## src/rtl/pair_split_pkg.sv

```systemverilog
`timescale 1ns/1ps
package pair_split_pkg;

  // Strobes from the control to the datapath, one cycle's worth.
  typedef struct packed {
    logic captureEven;  // accepted sample is the even member
    logic computePair;  // accepted sample is the odd member: form A and B
    logic showA;        // present result A this cycle
    logic showB;        // present result B this cycle
  } splitCtrl_t;

endpackage

```

## src/rtl/pair_split_halver.sv

```systemverilog
`timescale 1ns/1ps
// One lane: a sum or difference taken one bit wide, then halved by
// dropping the least significant bit (floor division by two).
module pair_split_halver #(
  parameter int W        = 16,
  parameter bit SUBTRACT = 1'b0
) (
  input  logic [W-1:0] lhs,
  input  logic [W-1:0] rhs,
  output logic [W-1:0] half
);

  logic [W:0] lhsWide;
  logic [W:0] rhsWide;
  logic [W:0] wide;

  assign lhsWide = {lhs[W-1], lhs};
  assign rhsWide = {rhs[W-1], rhs};

  generate
    if (SUBTRACT) begin : gSub
      assign wide = lhsWide - rhsWide;
    end else begin : gAdd
      assign wide = lhsWide + rhsWide;
    end
  endgenerate

  assign half = wide[W:1];

endmodule

```

## src/rtl/pair_split_ctrl.sv

```systemverilog
`timescale 1ns/1ps
module pair_split_ctrl
  import pair_split_pkg::*;
(
  input  logic       clk,
  input  logic       rst,
  input  logic       inVal,
  output splitCtrl_t ctrl
);

  logic phaseOdd;   // 1: next accepted sample is the odd member
  logic showAReg;
  logic showBReg;

  always_ff @(posedge clk) begin
    if (rst) begin
      phaseOdd <= 1'b0;
      showAReg <= 1'b0;
      showBReg <= 1'b0;
    end else begin
      if (inVal) phaseOdd <= ~phaseOdd;
      showAReg <= inVal & phaseOdd;
      showBReg <= showAReg;
    end
  end

  assign ctrl.captureEven = inVal & ~phaseOdd;
  assign ctrl.computePair = inVal & phaseOdd;
  assign ctrl.showA       = showAReg;
  assign ctrl.showB       = showBReg;

  AST_IDLE_KEEPS_PHASE: assert property (@(posedge clk) disable iff (rst)
    !inVal |=> $stable(phaseOdd));
  AST_ACCEPT_FLIPS_PHASE: assert property (@(posedge clk) disable iff (rst)
    inVal |=> (phaseOdd != $past(phaseOdd)));
  AST_A_AFTER_ODD: assert property (@(posedge clk) disable iff (rst)
    (inVal && phaseOdd) |=> showAReg);
  AST_B_AFTER_A: assert property (@(posedge clk) disable iff (rst)
    showAReg |=> showBReg);
  AST_NO_OVERLAP: assert property (@(posedge clk) disable iff (rst)
    $onehot0({showAReg, showBReg}));

endmodule

```

## src/rtl/pair_split_dp.sv

```systemverilog
`timescale 1ns/1ps
module pair_split_dp
  import pair_split_pkg::*;
#(
  parameter int HALF_W = 16
) (
  input  logic                  clk,
  input  logic                  rst,
  input  logic [2*HALF_W-1:0]   inDat,
  input  splitCtrl_t            ctrl,
  output logic [2*HALF_W-1:0]   outDat,
  output logic                  outVal
);

  localparam int WORD_W = 2 * HALF_W;

  logic [WORD_W-1:0] evenReg;
  logic [WORD_W-1:0] resA;
  logic [WORD_W-1:0] resB;

  logic [HALF_W-1:0] evRe, evIm, odRe, odIm;
  logic [HALF_W-1:0] aRe, aIm, bRe, bIm;

  assign evRe = evenReg[HALF_W-1:0];
  assign evIm = evenReg[WORD_W-1:HALF_W];
  assign odRe = inDat[HALF_W-1:0];
  assign odIm = inDat[WORD_W-1:HALF_W];

  pair_split_halver #(.W(HALF_W), .SUBTRACT(1'b0)) i_aRe (.lhs(odRe), .rhs(evRe), .half(aRe));
  pair_split_halver #(.W(HALF_W), .SUBTRACT(1'b1)) i_aIm (.lhs(evIm), .rhs(odIm), .half(aIm));
  pair_split_halver #(.W(HALF_W), .SUBTRACT(1'b0)) i_bRe (.lhs(odIm), .rhs(evIm), .half(bRe));
  pair_split_halver #(.W(HALF_W), .SUBTRACT(1'b1)) i_bIm (.lhs(odRe), .rhs(evRe), .half(bIm));

  always_ff @(posedge clk) begin
    if (rst) begin
      evenReg <= '0;
      resA    <= '0;
      resB    <= '0;
    end else begin
      if (ctrl.captureEven) evenReg <= inDat;
      if (ctrl.computePair) begin
        resA <= {aIm, aRe};
        resB <= {bIm, bRe};
      end
    end
  end

  always_comb begin
    outDat = '0;
    if (ctrl.showA)      outDat = resA;
    else if (ctrl.showB) outDat = resB;
  end

  assign outVal = ctrl.showA | ctrl.showB;

  AST_RESULTS_HELD: assert property (@(posedge clk) disable iff (rst)
    !ctrl.computePair |=> ($stable(resA) && $stable(resB)));
  AST_EVEN_HELD: assert property (@(posedge clk) disable iff (rst)
    !ctrl.captureEven |=> $stable(evenReg));
  AST_B_KEPT_FOR_SHOW: assert property (@(posedge clk) disable iff (rst)
    ctrl.showA |=> $stable(resB));

endmodule

```

## src/rtl/spectrum_pair_split.sv

```systemverilog
`timescale 1ns/1ps
module spectrum_pair_split
  import pair_split_pkg::*;
#(
  parameter int HALF_W = 16
) (
  input  logic                clk,
  input  logic                rst,
  input  logic [2*HALF_W-1:0] inDat,
  input  logic                inVal,
  output logic [2*HALF_W-1:0] outDat,
  output logic                outVal
);

  splitCtrl_t ctrl;

  pair_split_ctrl i_ctrl (
    .clk  (clk),
    .rst  (rst),
    .inVal(inVal),
    .ctrl (ctrl)
  );

  pair_split_dp #(.HALF_W(HALF_W)) i_dp (
    .clk   (clk),
    .rst   (rst),
    .inDat (inDat),
    .ctrl  (ctrl),
    .outDat(outDat),
    .outVal(outVal)
  );

endmodule

```

## config.mk

```make
export PLATFORM = sky130hd
export DESIGN_NAME = spectrum_pair_split
export DESIGN_NICKNAME = d
export VERILOG_FILES = /design/src/rtl/pair_split_pkg.sv /design/src/rtl/pair_split_halver.sv /design/src/rtl/pair_split_ctrl.sv /design/src/rtl/pair_split_dp.sv /design/src/rtl/spectrum_pair_split.sv
export SDC_FILE = /design/constraint.sdc
export NUM_CORES = 1
export LEC_CHECK = 0
export ABC_AREA = 1
export BUFFER_PORTS_ARGS = -buffer_cell sky130_fd_sc_hd__buf_2
export CAP_MARGIN = 20
export CORE_MARGIN = 4
export CORE_UTILIZATION = 35
export CTS_CLUSTER_SIZE = 25
export DETAILED_ROUTE_END_ITERATION = 10
export GPL_ROUTABILITY_DRIVEN = 1
export SLEW_MARGIN = 30
export SYNTH_ARGS = -nofsm -noshare
export SYNTH_HDL_FRONTEND = slang
export SYNTH_SLANG_ARGS = --single-unit
export TNS_END_PERCENT = 30
```

## constraint.sdc

```tcl
create_clock -name clk -period 1.5 [get_ports clk]
set_input_delay 0.3 -clock clk [delete_from_list [all_inputs] [get_ports clk]]
set_output_delay 0.3 -clock clk [all_outputs]
set_load 0.02 [all_outputs]
```

; ---- Word level (Yosys, flattened, before mapping)
; Index checks and enable logic that the tools add are counted.
[totals]
regBits = 99
out_inout_bits = 33
input_bits = 35
wordCells = 16
[classes]
mux = 2
add_sub_neg = 4
bitwise = 4
[op_table]
columns = operator, n
row1 = 32-bit two-way mux, 2
row2 = 16-bit by 16-bit adder with 17-bit output, 2
row3 = 16-bit by 16-bit subtractor with 17-bit output, 2
row4 = 1-bit AND, 2
row5 = 1-bit NOT, 1
row6 = 1-bit bitwise OR, 1

; ---- Longest topological paths before layout
; Gate-level depths: netlist (run 1).
[depth]
depth_word = 2
mapped_depth = 15
depth_no_buf = 14

; ---- Hierarchy
; From an unflattened synthesis (run 1), not the netlist that was laid out.
[hier_totals]
hier_cells = 1567
area_unflattened_um2 = 8859.7
[by_module_without_submodules]
columns = mod, area_per_inst_um2, seq_area_each_um2, cells_per_inst, n_inst
row1 = pair_split_dp, 4469.3, 1921.8, 717, 1
row2 = pair_split_halver (i_dp.i_bIm), 1152.4, 0.0, 220, 1
row3 = pair_split_halver (i_dp.i_aIm), 1111.1, 0.0, 220, 1
row4 = pair_split_halver (i_dp.i_aRe), 1009.7, 0.0, 197, 1
row5 = pair_split_halver (i_dp.i_bRe), 996.0, 0.0, 197, 1
row6 = pair_split_ctrl, 121.4, 60.1, 16, 1

; ---- Worst setup path before layout (run 1)
; No wires, ideal clock.
[synth_timing]
kind = in2reg
from = input port inDat[0]
to = register i_dp.resB[31]
arrival_ns = 1.442
path_slack_ns = -0.055
path_buffers = 0
required_time_ns = 1.387
setup_time_ns = 0.113
cell_stages = 14
cell_sequence = inv_1 -> nand2_1 -> inv_1 -> fa_1 -> inv_1 -> nand2_1 -> nand2_1 -> nand3_1 -> nand2_1 -> nand2_1 -> nand2_1 -> nand2_1 -> nand3_1 -> nand2_1
[synth_via]
elab_chain_cells = 1
[synth_lines]
columns = item, line
row1 = start: declaration, spectrum_pair_split.sv:9  ; input logic [2*HALF_W-1:0] inDat,
row2 = 16-bit by 16-bit subtractor with 17-bit output, pair_split_halver.sv:22  ; assign wide = lhsWide - rhsWide;
row3 = end signal: assignment, pair_split_dp.sv:43  ; resB <= {bIm, bRe};
row4 = end: declaration, pair_split_dp.sv:19  ; logic [WORD_W-1:0] resB;
; No other way between the ends.
; A chain may end at the register's enable or synchronous reset.

; ---- Final worst setup path (run 1)
[layout_timing]
from = register i_ctrl.showAReg
to = output port outDat[12]
[layout_via]
elab_chain_cells = 1
[layout_lines]
columns = item, line
row1 = start: declaration, pair_split_ctrl.sv:12  ; logic showAReg;
row2 = start signal: assignment, pair_split_ctrl.sv:22  ; showAReg <= inVal & phaseOdd;
row3 = 32-bit two-way mux, pair_split_dp.sv:50  ; if (ctrl.showA) outDat = resA;
row4 = end: declaration, spectrum_pair_split.sv:11  ; output logic [2*HALF_W-1:0] outDat,
; No other way between the ends.

==> results_tabular.tex, run 1 <==
\begin{tabular}{lr}
\hline
Metric & Value \\
\hline
\multicolumn{2}{l}{\textbf{Clock network}} \\
\quad Later-pin clock latency in the skew report & 0.36 ns \\
\quad Inserted Clock Buffers & 9 \\
\quad Root Buffer & clkbuf\_16 \\
\quad Maximum level of the CTS H-tree & 3 \\
\quad Buffers from clock root to sink, at most & 2 \\
\quad TritonCTS clock tree & yes \\
\quad Clock Sink Count & 99 \\
\quad Clock transition at the registers of the reported paths & 0.07 ns \\
\multicolumn{2}{l}{\textbf{Synthesis}} \\
\quad Number of distinct library cells after synthesis & 34 \\
\quad Syn\_nets & around 1.3k \\
\quad Main synth FF type & dfxtp\_1 \\
\quad Number of enable-type register cells in the synthesized netlist & 0 \\
\quad Cell count after synthesis & 1229 \\
\quad Async set or reset register ratio after synthesis & 0\% \\
\quad Cell types occupying the most area after synthesis & dfxtp\_1 26\%, nand2\_1 21\%, ha\_1 10\% \\
\quad Cell accounting for the most synthesized area & dfxtp\_1 \\
\quad Area share of the largest cell type after synthesis & about a quarter \\
\quad YS warnings & 0 \\
\quad Fraction of the yosys area taken by sequential cells & 26.5\% \\
\quad \#FFs+latches synth & 99 \\
\quad Top post-synthesis cells by count & 418 x nand2\_1, 182 x inv\_1, 102 x nand3\_1 \\
\quad Synthesized area per cell & 6.09 µm² \\
\quad Cell area after synthesis & 7490 µm² \\
\quad Most frequent cell after synthesis & nand2\_1 \\
\multicolumn{2}{l}{\textbf{Timing}} \\
\quad Relative max-transition margin & 65.4\% \\
\quad Fmax & $\sim$0.6 GHz \\
\quad Portion of the clock cycle consumed by the worst path in the final layout & 111\% \\
\quad Skew final & 0.0101 ns \\
\quad Max-slew violation total from the final report & 0 \\
\quad Least setup slack across all paths after layout & -0.170 ns \\
\quad Final hold viol count & 0 \\
\quad Actual transition at the worst max-transition pin & 0.519 ns \\
\quad Total negative setup slack & -5.08 ns \\
\quad Final critical-path required period & roughly 1.7 ns \\
\quad Setup repair after global routing missed its margin & true \\
\quad Final number of setup-violating endpoints & a little under 70 \\
\multicolumn{2}{l}{\textbf{Setup path}} \\
\quad R2r worst-path depth & 11 \\
\quad Crit path max fanout & 12 \\
\quad Required arrival time at the worst endpoint & between 1 and 1.5 ns \\
\quad Crit end category & output pin \\
\quad Worst setup path category & reg -> out \\
\quad Beginning of the critical path & i\_ctrl.showAReg \\
\quad Data arrival, critical path & 1.37 ns \\
\quad Reg-to-reg startpoint & i\_dp.evenReg[4] \\
\quad Internal reg-to-reg setup slack & -0.11 ns \\
\quad Startpoint types & register \\
\multicolumn{2}{l}{\textbf{Layout}} \\
\quad Total number of nets in the final design & 1513 \\
\quad Final core utilization & 52.1\% \\
\quad Fraction of layout cells with a size suffix above 1 & 40.1\% \\
\quad Relative area change from synthesis to final layout & 46.2\% \\
\quad Antenna fix cells & 0 \\
\multicolumn{2}{l}{\textbf{Die}} \\
\quad Floorplan Core Area & 21000 µm² \\
\quad Cell Rows & 53 \\
\quad Count of pins on the block boundary & 68 \\
\quad Die width & 154 µm \\
\quad Die Y-Extent & around 150 µm \\
\quad Floorplan die area & 23800 µm² \\
\quad Initial core utilization & between 30\% and 40\% \\
\multicolumn{2}{l}{\textbf{Detailed routing}} \\
\quad Average via count per standard cell & 4.73 \\
\quad Wire length per cell after detailed routing & 13.8 µm \\
\quad Via count of the routed design & about 8.0k \\
\quad DRC violations left & 0 \\
\quad Number of optimization iterations in the first detailed-route pass & 5 \\
\quad Number of DRC markers in iteration 0 & 500 \\
\quad Remaining antenna violation count & 0 \\
\quad Final wirelength & 23400 µm \\
\multicolumn{2}{l}{\textbf{Global route}} \\
\quad Largest net degree at the start of global routing & 40 \\
\quad Global-route wire length before repair & 37700 µm \\
\quad Total GRT Usage & 19.1\% \\
\quad Antenna violations before repair & 0 \\
\quad Number of global-route vias before repair & 7823 \\
\quad Leftover overflow at the end of global routing & 0 \\
\multicolumn{2}{l}{\textbf{Run status}} \\
\quad Outcome & finished with violations \\
\quad Violated checks & negative setup slack \\
\multicolumn{2}{l}{\textbf{Power and ir drop}} \\
\quad Peak supply drop & 0.677 mV \\
\quad Leak pwr & between 5 and 6 nW \\
\quad Areal power density over the cells & roughly 800 nW/µm² \\
\multicolumn{2}{l}{\textbf{Job}} \\
\quad Number of max-cap violations & 0 \\
\multicolumn{2}{l}{\textbf{Place}} \\
\quad Worst-case setup slack after placement & -0.348 ns \\
\quad Final HPWL from detailed placement & between 15000 and 20000 µm \\
\quad I/O Buffers & 67 \\
\quad Placer congestion estimate & 0.929 \\
\multicolumn{2}{l}{\textbf{Worst hold path}} \\
\quad Worst Hold Class & in -> reg \\
\quad Count of cells along the worst hold path & 2 \\
\quad Startpoint of the lowest-slack hold path & rst \\
\hline
\end{tabular}
layer usage:
layer | part of all wire, % | GRT usage [%] | vias to the layer above | wire [µm]
met5 | 0 | 0 | - | 0
met4 | 1.4 | 5.09 | 0 | 334
met3 | 3.3 | 2.29 | 25 | 769
met2 | 47 | 31.1 | 111 | 11000
met1 | 48 | 26.9 | 3651 | 11300
li1 | - | - | 4222 | -
where the power goes:
group / leakage [nW] / switching [W] / internal [W]
Combinational: 4.53 / 0.00189 / 0.00146
Clock: 0.150 / 0.00113 / 0.00135
Sequential: 0.822 / 0.000127 / 0.00282
through the flow:
| step | cell area (µm²) | hold WS [ns] | total power [W] | cells |
|---|---|---|---|---|
| floorplan | 7500 | 0.372 | 0.00456 | 1229 |
| global placement | 9000 | 0.440 | 0.00556 | 1660 |
| detailed placement | 9000 | 0.442 | 0.00559 | 1660 |
| CTS | 10200 | 0.205 | 0.00847 | 1685 |
| global route | 10900 | 0.220 | 0.00934 | 1694 |
| finish | 10900 | 0.228 | 0.00879 | 1694 |
registers in the layout, summed over array words and instances, names as in the netlist:
signal           cells
i_dp.resB           32
i_dp.evenReg        32
i_ctrl.showAReg      1
i_dp.resA           32
i_ctrl.showBReg      1
i_ctrl.phaseOdd      1
logic make-up after synthesis:
group           count (synthesis)  synth area share (%)
compound gates                196                  13.9
fa+ha+maj                      64                  11.1
simple gates                  616                  34.1
flops                          99                  26.5
xor+xnor                        5                 0.585
buf+inv                       249                  13.9
cell usage in the layout (no fill, tap or decap), types with 35 or more instances in the layout:
cell type,instances
dfxtp_1,70
a21oi_1,73
inv_1,145
buf_2,35
nand3_1,74
buf_4,142
inv_2,54
nand2_2,91
o21ai_0,47
nand2_1,319
worst max-delay path: stages, from the launching register on:
cell and delay (ns):
dfxtp_4 0.37, inv_8 0.09, buf_8 0.13, buf_12 0.13, nand3_1 0.08, nand2_2 0.09, buf_6 0.12
final timing paths:
check / to
hold / removal: i_ctrl.showBReg
setup / recovery: outDat[12]
hold reg to reg: i_dp.resB[29]
setup reg to reg: i_dp.resB[20]
final cells by class:
type	instances	area, µm²
sequential	99	2030
fill	2092	10100
inverter	203	777
clock buffer	11	243
tap	275	344
clock inverter	5	61.3
multi-input combinational	881	5670
timing repair buffer	220	1820
timing repair:
action / 4_1_cts / 5_1_grt
hold buffers: 0 / 0
gates cloned: 1 / 1
resized for setup: 249 / 206
setup endpoints to repair: 88 / 87
setup buffers: 8 / 8
pin swaps: 42 / 73
Note: power is estimated with default switching activity, not from simulation.
==> inputs of run 2 (changes only) <==
--- a/config.mk
+++ b/config.mk
@@ -8,6 +8,7 @@
 export ABC_AREA = 1
 export BUFFER_PORTS_ARGS = -buffer_cell sky130_fd_sc_hd__buf_2
 export CAP_MARGIN = 20
+export CORE_ASPECT_RATIO = 1.75
 export CORE_MARGIN = 4
 export CORE_UTILIZATION = 35
 export CTS_CLUSTER_SIZE = 25
==> run 2 against run 1 <==
Against the previous run: the flow still finishes with violations (negative setup slack); combinational power up 5%; routed wire length rose by 6.6%; final area is 0.41% higher; hold slack got worse by 0.0087 ns; final cell count is essentially flat; core utilization increased by 0.22 points; critical path depth down 2; highest routed layer unchanged.
==> results_tabular.tex, run 2 (same netlist as run 1, synthesis figures left out) <==
\begin{tabular}{lr}
\hline
Metric & Value \\
\hline
\multicolumn{2}{l}{\textbf{Timing}} \\
\quad Max-slew violation total from the final report & 0 (unchanged) \\
\quad Skew final & 0.00442 ns (was 0.0101 ns) \\
\quad Relative max-transition margin & 66.1\% (was 65.4\%) \\
\quad Portion of the clock cycle consumed by the worst path in the final layout & 111\% (about the same) \\
\quad Final number of setup-violating endpoints & 73 (was 68) \\
\quad Final critical-path required period & 1.67 ns (about the same) \\
\quad Actual transition at the worst max-transition pin & 0.508 ns (was 0.519 ns) \\
\quad Setup repair after global routing missed its margin & true (unchanged) \\
\quad Final hold viol count & 0 (unchanged) \\
\quad Fmax & 0.601 GHz (was 0.599 GHz) \\
\quad Worst hold slack across all endpoints & 0.219 ns (was 0.228 ns) \\
\quad Least setup slack across all paths after layout & -0.165 ns (was -0.170 ns) \\
\multicolumn{2}{l}{\textbf{Setup path}} \\
\quad Startpoint types & register (unchanged) \\
\quad Endpoint of the worst register-to-register path & i\_dp.resA[10] (was i\_dp.resB[20]) \\
\quad Beginning of the critical path & i\_ctrl.showBReg (was i\_ctrl.showAReg) \\
\quad Data arrival, critical path & 1.37 ns (about the same) \\
\quad Internal reg-to-reg setup slack & -0.11 ns (about the same) \\
\quad CP dominant cell by count & buf\_8 \\
\quad Critical path, cell by cell & buf\_8 > buf\_8 > or2\_4 > buf\_6 (was inv\_8 > buf\_8 > buf\_12 > nand3\_1 > nand2\_2 > buf\_6) \\
\quad R2r worst-path depth & 12 (was 11) \\
\quad Required arrival time at the worst endpoint & 1.20 ns (about the same) \\
\quad Cell with the largest stage delay on the worst path & dfxtp\_4 (unchanged) \\
\quad Crit path max fanout & 8 (was 12) \\
\quad Worst setup path category & reg -> out (unchanged) \\
\quad Reg-to-reg startpoint & i\_dp.evenReg[4] (unchanged) \\
\quad Crit end category & output pin (unchanged) \\
\quad Worst stage delay on the critical path & 0.37 ns (about the same) \\
\multicolumn{2}{l}{\textbf{Worst hold path}} \\
\quad Terminating pin of the worst hold path & i\_dp.evenReg[30] (was i\_ctrl.showBReg) \\
\quad Startpoint of the lowest-slack hold path & inDat[30] (was rst) \\
\quad Worst Hold Class & in -> reg (unchanged) \\
\quad Count of cells along the worst hold path & 3 (was 2) \\
\multicolumn{2}{l}{\textbf{Global route}} \\
\quad Global-route wire length before repair & 39800 µm (was 37700 µm) \\
\quad Largest net degree at the start of global routing & 36 (was 40) \\
\quad Antenna violations before repair & 0 (unchanged) \\
\quad Number of global-route vias before repair & 8250 (was 7823) \\
\quad Leftover overflow at the end of global routing & 0 (unchanged) \\
\quad Total GRT Usage & 20.6\% (was 19.1\%) \\
\multicolumn{2}{l}{\textbf{Die}} \\
\quad Die Y-Extent & 201 µm (was 154 µm) \\
\quad Die width & 119 µm (was 154 µm) \\
\quad Floorplan die area & 23900 µm² (was 23800 µm²) \\
\quad Floorplan Core Area & 21000 µm² (about the same) \\
\quad Count of pins on the block boundary & 68 (unchanged) \\
\quad Cell Rows & 70 (was 53) \\
\quad Initial core utilization & 35.6\% (about the same) \\
\multicolumn{2}{l}{\textbf{Power and ir drop}} \\
\quad Areal power density over the cells & 786 nW/µm² (was 803 nW/µm²) \\
\quad Pwr Total & 0.00864 W (was 0.00879 W) \\
\quad Peak supply drop & 0.493 mV (was 0.677 mV) \\
\quad Leak pwr & 5.66 nW (was 5.50 nW) \\
\multicolumn{2}{l}{\textbf{Clock network}} \\
\quad Later-pin clock latency in the skew report & 0.35 ns (was 0.36 ns) \\
\quad Maximum level of the CTS H-tree & 3 (unchanged) \\
\quad Inserted Clock Buffers & 9 (unchanged) \\
\quad Clock Sink Count & 99 (unchanged) \\
\quad Buffers from clock root to sink, at most & 2 (unchanged) \\
\quad Hold-fix buffer count after cts & 0 (unchanged) \\
\quad Root Buffer & clkbuf\_16 (unchanged) \\
\quad TritonCTS clock tree & yes (unchanged) \\
\quad Clock transition at the registers of the reported paths & 0.07 ns (about the same) \\
\multicolumn{2}{l}{\textbf{Detailed routing}} \\
\quad Number of optimization iterations in the first detailed-route pass & 4 (was 5) \\
\quad Average via count per standard cell & 4.81 (was 4.73) \\
\quad Final wirelength & 24900 µm (was 23400 µm) \\
\quad DRC violations left & 0 (unchanged) \\
\quad Wire length per cell after detailed routing & 14.7 µm (was 13.8 µm) \\
\quad Remaining antenna violation count & 0 (unchanged) \\
\quad Number of DRC markers in iteration 0 & 336 (was 500) \\
\quad Via count of the routed design & 8145 (was 8009) \\
\multicolumn{2}{l}{\textbf{Layout}} \\
\quad FF/Latch Area & 2030 µm² (about the same) \\
\quad Largest registers in the final layout & i\_dp.evenReg: 32 flops, i\_dp.resA: 32 flops, i\_dp.resB: 32 flops (unchanged) \\
\quad Post-layout instance count excluding filler cells & 1693 (was 1694) \\
\quad Commonest non-fill, non-tap cell in the layout & nand2\_1 (unchanged) \\
\quad Total number of nets in the final design & 1539 (was 1513) \\
\quad Relative area change from synthesis to final layout & 46.8\% (was 46.2\%) \\
\quad Antenna fix cells & 0 (unchanged) \\
\quad Multi-input gate area in the final layout & 5620 µm² (was 5670 µm²) \\
\quad Number of inserted filler cells in the final layout & 2111 (was 2092) \\
\quad Fraction of layout cells with a size suffix above 1 & 39.5\% (was 40.1\%) \\
\quad Commonest non-fill, non-tap cells in the layout & 327 x nand2\_1, 172 x buf\_4, 148 x inv\_1 (was 319 x nand2\_1, 145 x inv\_1, 142 x buf\_4) \\
\quad Post-route cell area & 11000 µm² (was 10900 µm²) \\
\multicolumn{2}{l}{\textbf{Place}} \\
\quad I/O Buffers & 67 (unchanged) \\
\quad Final HPWL from detailed placement & 18500 µm (was 17300 µm) \\
\quad Area after DPL & 9090 µm² (was 9000 µm²) \\
\quad Placed Instances & 1654 (was 1660) \\
\quad Placer congestion estimate & 0.914 (was 0.929) \\
\multicolumn{2}{l}{\textbf{Run status}} \\
\quad Outcome & finished with violations (unchanged) \\
\quad Violated checks & negative setup slack (unchanged) \\
\multicolumn{2}{l}{\textbf{Job}} \\
\quad Number of max-cap violations & 0 (unchanged) \\
\hline
\end{tabular}
[run 2: changes by cell type in the layout (fill, tap and decap cells not counted), moves of 4 or more]
cell,before,now
buf_4,142,172
nand2_1,319,327
nand2_2,91,76
nand3_1,74,87
nand2_4,15,23
inv_2,54,49
a21oi_2,20,24
nand3_2,24,10
buf_2,35,41
buf_6,32,20
[run 2: where the power goes]
part           switching, W  total [W]  leakage, nW  internal (W)
combinational       0.00198    0.00351         4.71       0.00154
clock               0.00101    0.00219        0.126       0.00118
sequential         0.000120    0.00294        0.821       0.00282
total               0.00310    0.00864         5.66       0.00554
[run 2: how the worst max path moves through the flow]
stage | slack (ns) | endpoint | depth (start not counted)
after floorplan | -0.02 | i_dp.resB[14] | 12
after global placement | -0.36 | i_dp.resB[10] | 12
after detailed placement | -0.38 | i_dp.resB[10] | 12
after CTS | -0.19 | outDat[5] | 6
after global routing | -0.20 | i_dp.resA[10] | 12
final | -0.17 | outVal | 4
[run 2: area by class of cell]
type | count | area share [%]
clock buffer | 12 | 2.33
inverter | 203 | 7.11
tap | 252 | 2.87
timing repair buffer | 246 | 18.1
sequential | 99 | 18.4
multi-input combinational | 881 | 51.2
[run 2: repair_timing]
item / 4_1_cts / 5_1_grt
cloned: 1 / 3
endpoints found under the setup margin: 86 / 87
setup buffers: 8 / 15
gates resized for setup: 287 / 138
pin swaps: 61 / 69
[run 2: stage by stage]
stage | worst slack [ns] | TNS (ns) | util (%)
final | -0.165 | -5.49 | 52.3
after global routing | -0.204 | -12.13 | 52.3
after CTS | -0.188 | -5.75 | 49.3
after detailed placement | -0.384 | -14.34 | 43.3
after global placement | -0.357 | -13.53 | 43.3
after floorplan | -0.0184 | -0.121 | -
[run 2: layer usage]
metal	track usage, %	vias to the layer above	wire length [µm]
met4	11.2	0	1390
met3	1.97	69	622
met2	39.7	162	13500
li1	-	4251	-
met5	0	-	0
met1	21.3	3663	9410
[run 2: worst max-delay path, delay by kind of cell, from the launching register on]
kind                   cells  cell delay, ns
AND/OR/NAND/NOR            1            0.24
flip-flops                 1            0.37
buffers and inverters      3            0.40
==> inputs of run 3 (changes only) <==
==> constraint.sdc (replaced) <==
create_clock -name clk -period 1.36 [get_ports clk]
set_input_delay 0.272 -clock clk [delete_from_list [all_inputs] [get_ports clk]]
set_output_delay 0.272 -clock clk [all_outputs]
set_load 0.02 [all_outputs]
==> run 3 against run 2 <==
Against the previous run: the flow still finishes with violations (negative setup slack); core utilization is 1.2 points higher; clock skew is 0.0026 ns higher; non-clock buffer count is 4 higher; hold slack worse by 0.035 ns; worst setup slack worse by 0.14 ns; critical path type unchanged.
==> results_tabular.tex, run 3 (same netlist as run 1, synthesis figures left out) <==
\begin{tabular}{lr}
\hline
Metric & Value \\
\hline
\multicolumn{2}{l}{\textbf{Run status}} \\
\quad Outcome & finished with violations (unchanged) \\
\quad Violated checks & negative setup slack (unchanged) \\
\multicolumn{2}{l}{\textbf{Detailed routing}} \\
\quad DRC violations left & 0 (unchanged) \\
\quad Number of optimization iterations in the first detailed-route pass & 4 (unchanged) \\
\quad Wire length per cell after detailed routing & 14.5 µm (was 14.7 µm) \\
\quad Average via count per standard cell & 4.80 (was 4.81) \\
\quad Remaining antenna violation count & 0 (unchanged) \\
\quad Number of DRC markers in iteration 0 & 264 (was 336) \\
\quad Final wirelength & 24600 µm (was 24900 µm) \\
\quad Via count of the routed design & 8164 (was 8145) \\
\multicolumn{2}{l}{\textbf{Layout}} \\
\quad Antenna fix cells & 0 (unchanged) \\
\quad Number of inserted filler cells in the final layout & 2093 (was 2111) \\
\quad Largest registers in the final layout & i\_dp.evenReg: 32 flops, i\_dp.resA: 32 flops, i\_dp.resB: 32 flops (unchanged) \\
\quad Post-layout instance count excluding filler cells & 1701 (was 1693) \\
\quad Commonest non-fill, non-tap cells in the layout & 302 x nand2\_1, 187 x buf\_4, 132 x inv\_1 (was 327 x nand2\_1, 172 x buf\_4, 148 x inv\_1) \\
\quad Commonest non-fill, non-tap cell in the layout & nand2\_1 (unchanged) \\
\quad Final core utilization & 53.5\% (was 52.3\%) \\
\quad Fraction of layout cells with a size suffix above 1 & 44.4\% (was 39.5\%) \\
\quad Relative area change from synthesis to final layout & 50.2\% (was 46.8\%) \\
\quad Total number of nets in the final design & 1543 (was 1539) \\
\multicolumn{2}{l}{\textbf{Timing}} \\
\quad Relative max-transition margin & 66.2\% (was 66.1\%) \\
\quad Setup repair after global routing missed its margin & true (unchanged) \\
\quad Final number of setup-violating endpoints & 91 (was 73) \\
\quad Worst hold slack across all endpoints & 0.183 ns (was 0.219 ns) \\
\quad Total negative setup slack & -15.98 ns (was -5.49 ns) \\
\quad Least setup slack across all paths after layout & -0.306 ns (was -0.165 ns) \\
\quad Actual transition at the worst max-transition pin & 0.506 ns (was 0.508 ns) \\
\quad Final critical-path required period & 1.67 ns \\
\quad Fmax & 0.600 GHz \\
\quad Portion of the clock cycle consumed by the worst path in the final layout & 122\% \\
\quad Skew final & 0.00707 ns (was 0.00442 ns) \\
\quad Max-slew violation total from the final report & 0 (unchanged) \\
\quad Final hold viol count & 0 (unchanged) \\
\multicolumn{2}{l}{\textbf{Setup path}} \\
\quad Cell with the largest stage delay on the worst path & dfxtp\_4 (unchanged) \\
\quad Internal reg-to-reg setup slack & -0.29 ns (was -0.11 ns) \\
\quad Startpoint types & register (unchanged) \\
\quad Critical path, cell by cell & inv\_8 > buf\_12 > nand3\_1 > o21ai\_1 > buf\_4 > buf\_6 (was buf\_8 > buf\_8 > or2\_4 > buf\_6) \\
\quad Required arrival time at the worst endpoint & 1.09 ns (was 1.20 ns) \\
\quad Crit path max fanout & 7 (was 8) \\
\quad Reg-to-reg startpoint & i\_dp.evenReg[5] (was i\_dp.evenReg[4]) \\
\quad Endpoint of the worst register-to-register path & i\_dp.resA[10] (unchanged) \\
\quad Worst stage delay on the critical path & 0.37 ns (about the same) \\
\quad R2r worst-path depth & 12 (unchanged) \\
\quad Crit end category & output pin (unchanged) \\
\quad End of the critical path & outDat[5] (was outVal) \\
\quad Beginning of the critical path & i\_ctrl.showAReg (was i\_ctrl.showBReg) \\
\quad Data arrival, critical path & 1.39 ns (was 1.37 ns) \\
\quad Worst setup path category & reg -> out (unchanged) \\
\multicolumn{2}{l}{\textbf{Job}} \\
\quad Number of max-cap violations & 0 (unchanged) \\
\multicolumn{2}{l}{\textbf{Clock network}} \\
\quad Clock transition at the registers of the reported paths & 0.07 ns (about the same) \\
\quad Inserted Clock Buffers & 9 (unchanged) \\
\quad Root Buffer & clkbuf\_16 (unchanged) \\
\quad Clock Sink Count & 99 (unchanged) \\
\quad Buffers from clock root to sink, at most & 2 (unchanged) \\
\quad Later-pin clock latency in the skew report & 0.35 ns (about the same) \\
\quad TritonCTS clock tree & yes (unchanged) \\
\quad Maximum level of the CTS H-tree & 3 (unchanged) \\
\quad Hold-fix buffer count after cts & 0 (unchanged) \\
\multicolumn{2}{l}{\textbf{Power and ir drop}} \\
\quad Peak supply drop & 0.492 mV (was 0.493 mV) \\
\quad Areal power density over the cells & 898 nW/µm² (was 786 nW/µm²) \\
\quad Leak pwr & 5.70 nW (was 5.66 nW) \\
\multicolumn{2}{l}{\textbf{Die}} \\
\quad Floorplan Core Area & 21000 µm² (unchanged) \\
\quad Die width & 119 µm (unchanged) \\
\quad Floorplan die area & 23900 µm² (unchanged) \\
\quad Count of pins on the block boundary & 68 (unchanged) \\
\quad Cell Rows & 70 (unchanged) \\
\quad Initial core utilization & 35.6\% (unchanged) \\
\quad Die Y-Extent & 201 µm (unchanged) \\
\multicolumn{2}{l}{\textbf{Place}} \\
\quad I/O Buffers & 67 (unchanged) \\
\quad Final HPWL from detailed placement & 18400 µm (was 18500 µm) \\
\quad Placer congestion estimate & 0.908 (was 0.914) \\
\quad Placed Instances & 1655 (was 1654) \\
\quad Worst-case setup slack after placement & -0.463 ns (was -0.384 ns) \\
\multicolumn{2}{l}{\textbf{Global route}} \\
\quad Global-route wire length before repair & 39600 µm (was 39800 µm) \\
\quad Total GRT Usage & 20.3\% (was 20.6\%) \\
\quad Largest net degree at the start of global routing & 38 (was 36) \\
\quad Leftover overflow at the end of global routing & 0 (unchanged) \\
\quad Number of global-route vias before repair & 8315 (was 8250) \\
\quad Antenna violations before repair & 0 (unchanged) \\
\multicolumn{2}{l}{\textbf{Worst hold path}} \\
\quad Worst Hold Class & in -> reg (unchanged) \\
\hline
\end{tabular}
## run 3: changes by cell type in the layout (fill, tap and decap cells not counted), sizes merged
cell / previous run / this run
buf: 243 / 248
bufinv: 0 / 2
clkbuf: 15 / 13
clkinv: 0 / 3
## run 3: how the worst min path moves through the flow
stage | cells past startpoint | end | from
global placement | 2 | i_dp.resB[7] | i_dp.resB[7]
finish | 3 | i_dp.evenReg[31] | inDat[31]
CTS | 3 | i_dp.evenReg[31] | inDat[31]
detailed placement | 2 | i_dp.resB[15] | i_dp.resB[15]
floorplan | 1 | i_ctrl.showBReg | rst
global route | 3 | i_dp.evenReg[18] | inDat[18]
## run 3: what timing repair did
item / 4_1_cts / 5_1_grt
pin swaps: 59 / 83
gates resized for setup: 223 / 187
buffers inserted: 14 / 13
cloned: 1 / 2
setup endpoints to repair: 91 / 94
## run 3: critical path, delay by kind of cell (launching register included)
kind	cells	cell delay (ns)
buffers and inverters	4	0.48
and+or+nand+nor	1	0.07
DFF	1	0.37
AOI/OAI and AO/OA	1	0.11
## run 3: metrics by stage
stage	total power, W	cell area [µm²]
final	0.0101	11200
after CTS	0.00974	10500
after global placement	0.00642	9400
after floorplan	0.00525	7870
after detailed placement	0.00645	9400
after global routing	0.0107	11200
## run 3: power by group
| group | leakage (nW) | total, W | internal, W | switching [W] |
|---|---|---|---|---|
| combinational | 4.72 | 0.00397 | 0.00173 | 0.00224 |
| clock | 0.165 | 0.00288 | 0.00171 | 0.00118 |
| sequential | 0.822 | 0.00324 | 0.00311 | 0.000129 |
| total | 5.70 | 0.0101 | 0.00655 | 0.00354 |
## run 3: layer usage
metal  up-vias  GRT usage [%]  wire length (µm)
met3        59           1.55               497
li1       4268              -                 -
met5         -              0                 0
met4         0           11.1              1240
met2       139           39.4             13600
met1      3698           21.2              9320
## run 3: final cells by class
cell class              count  area, µm²  area share (%)
clock buffers              11        253            2.25
clock inverters             5       75.1           0.668
inverters                 203        779            6.93
multi-input cells         881       5800            51.6
flip-flops and latches     99       2030            18.0
well taps                 252        315            2.80
repair buffers            250       1990            17.7
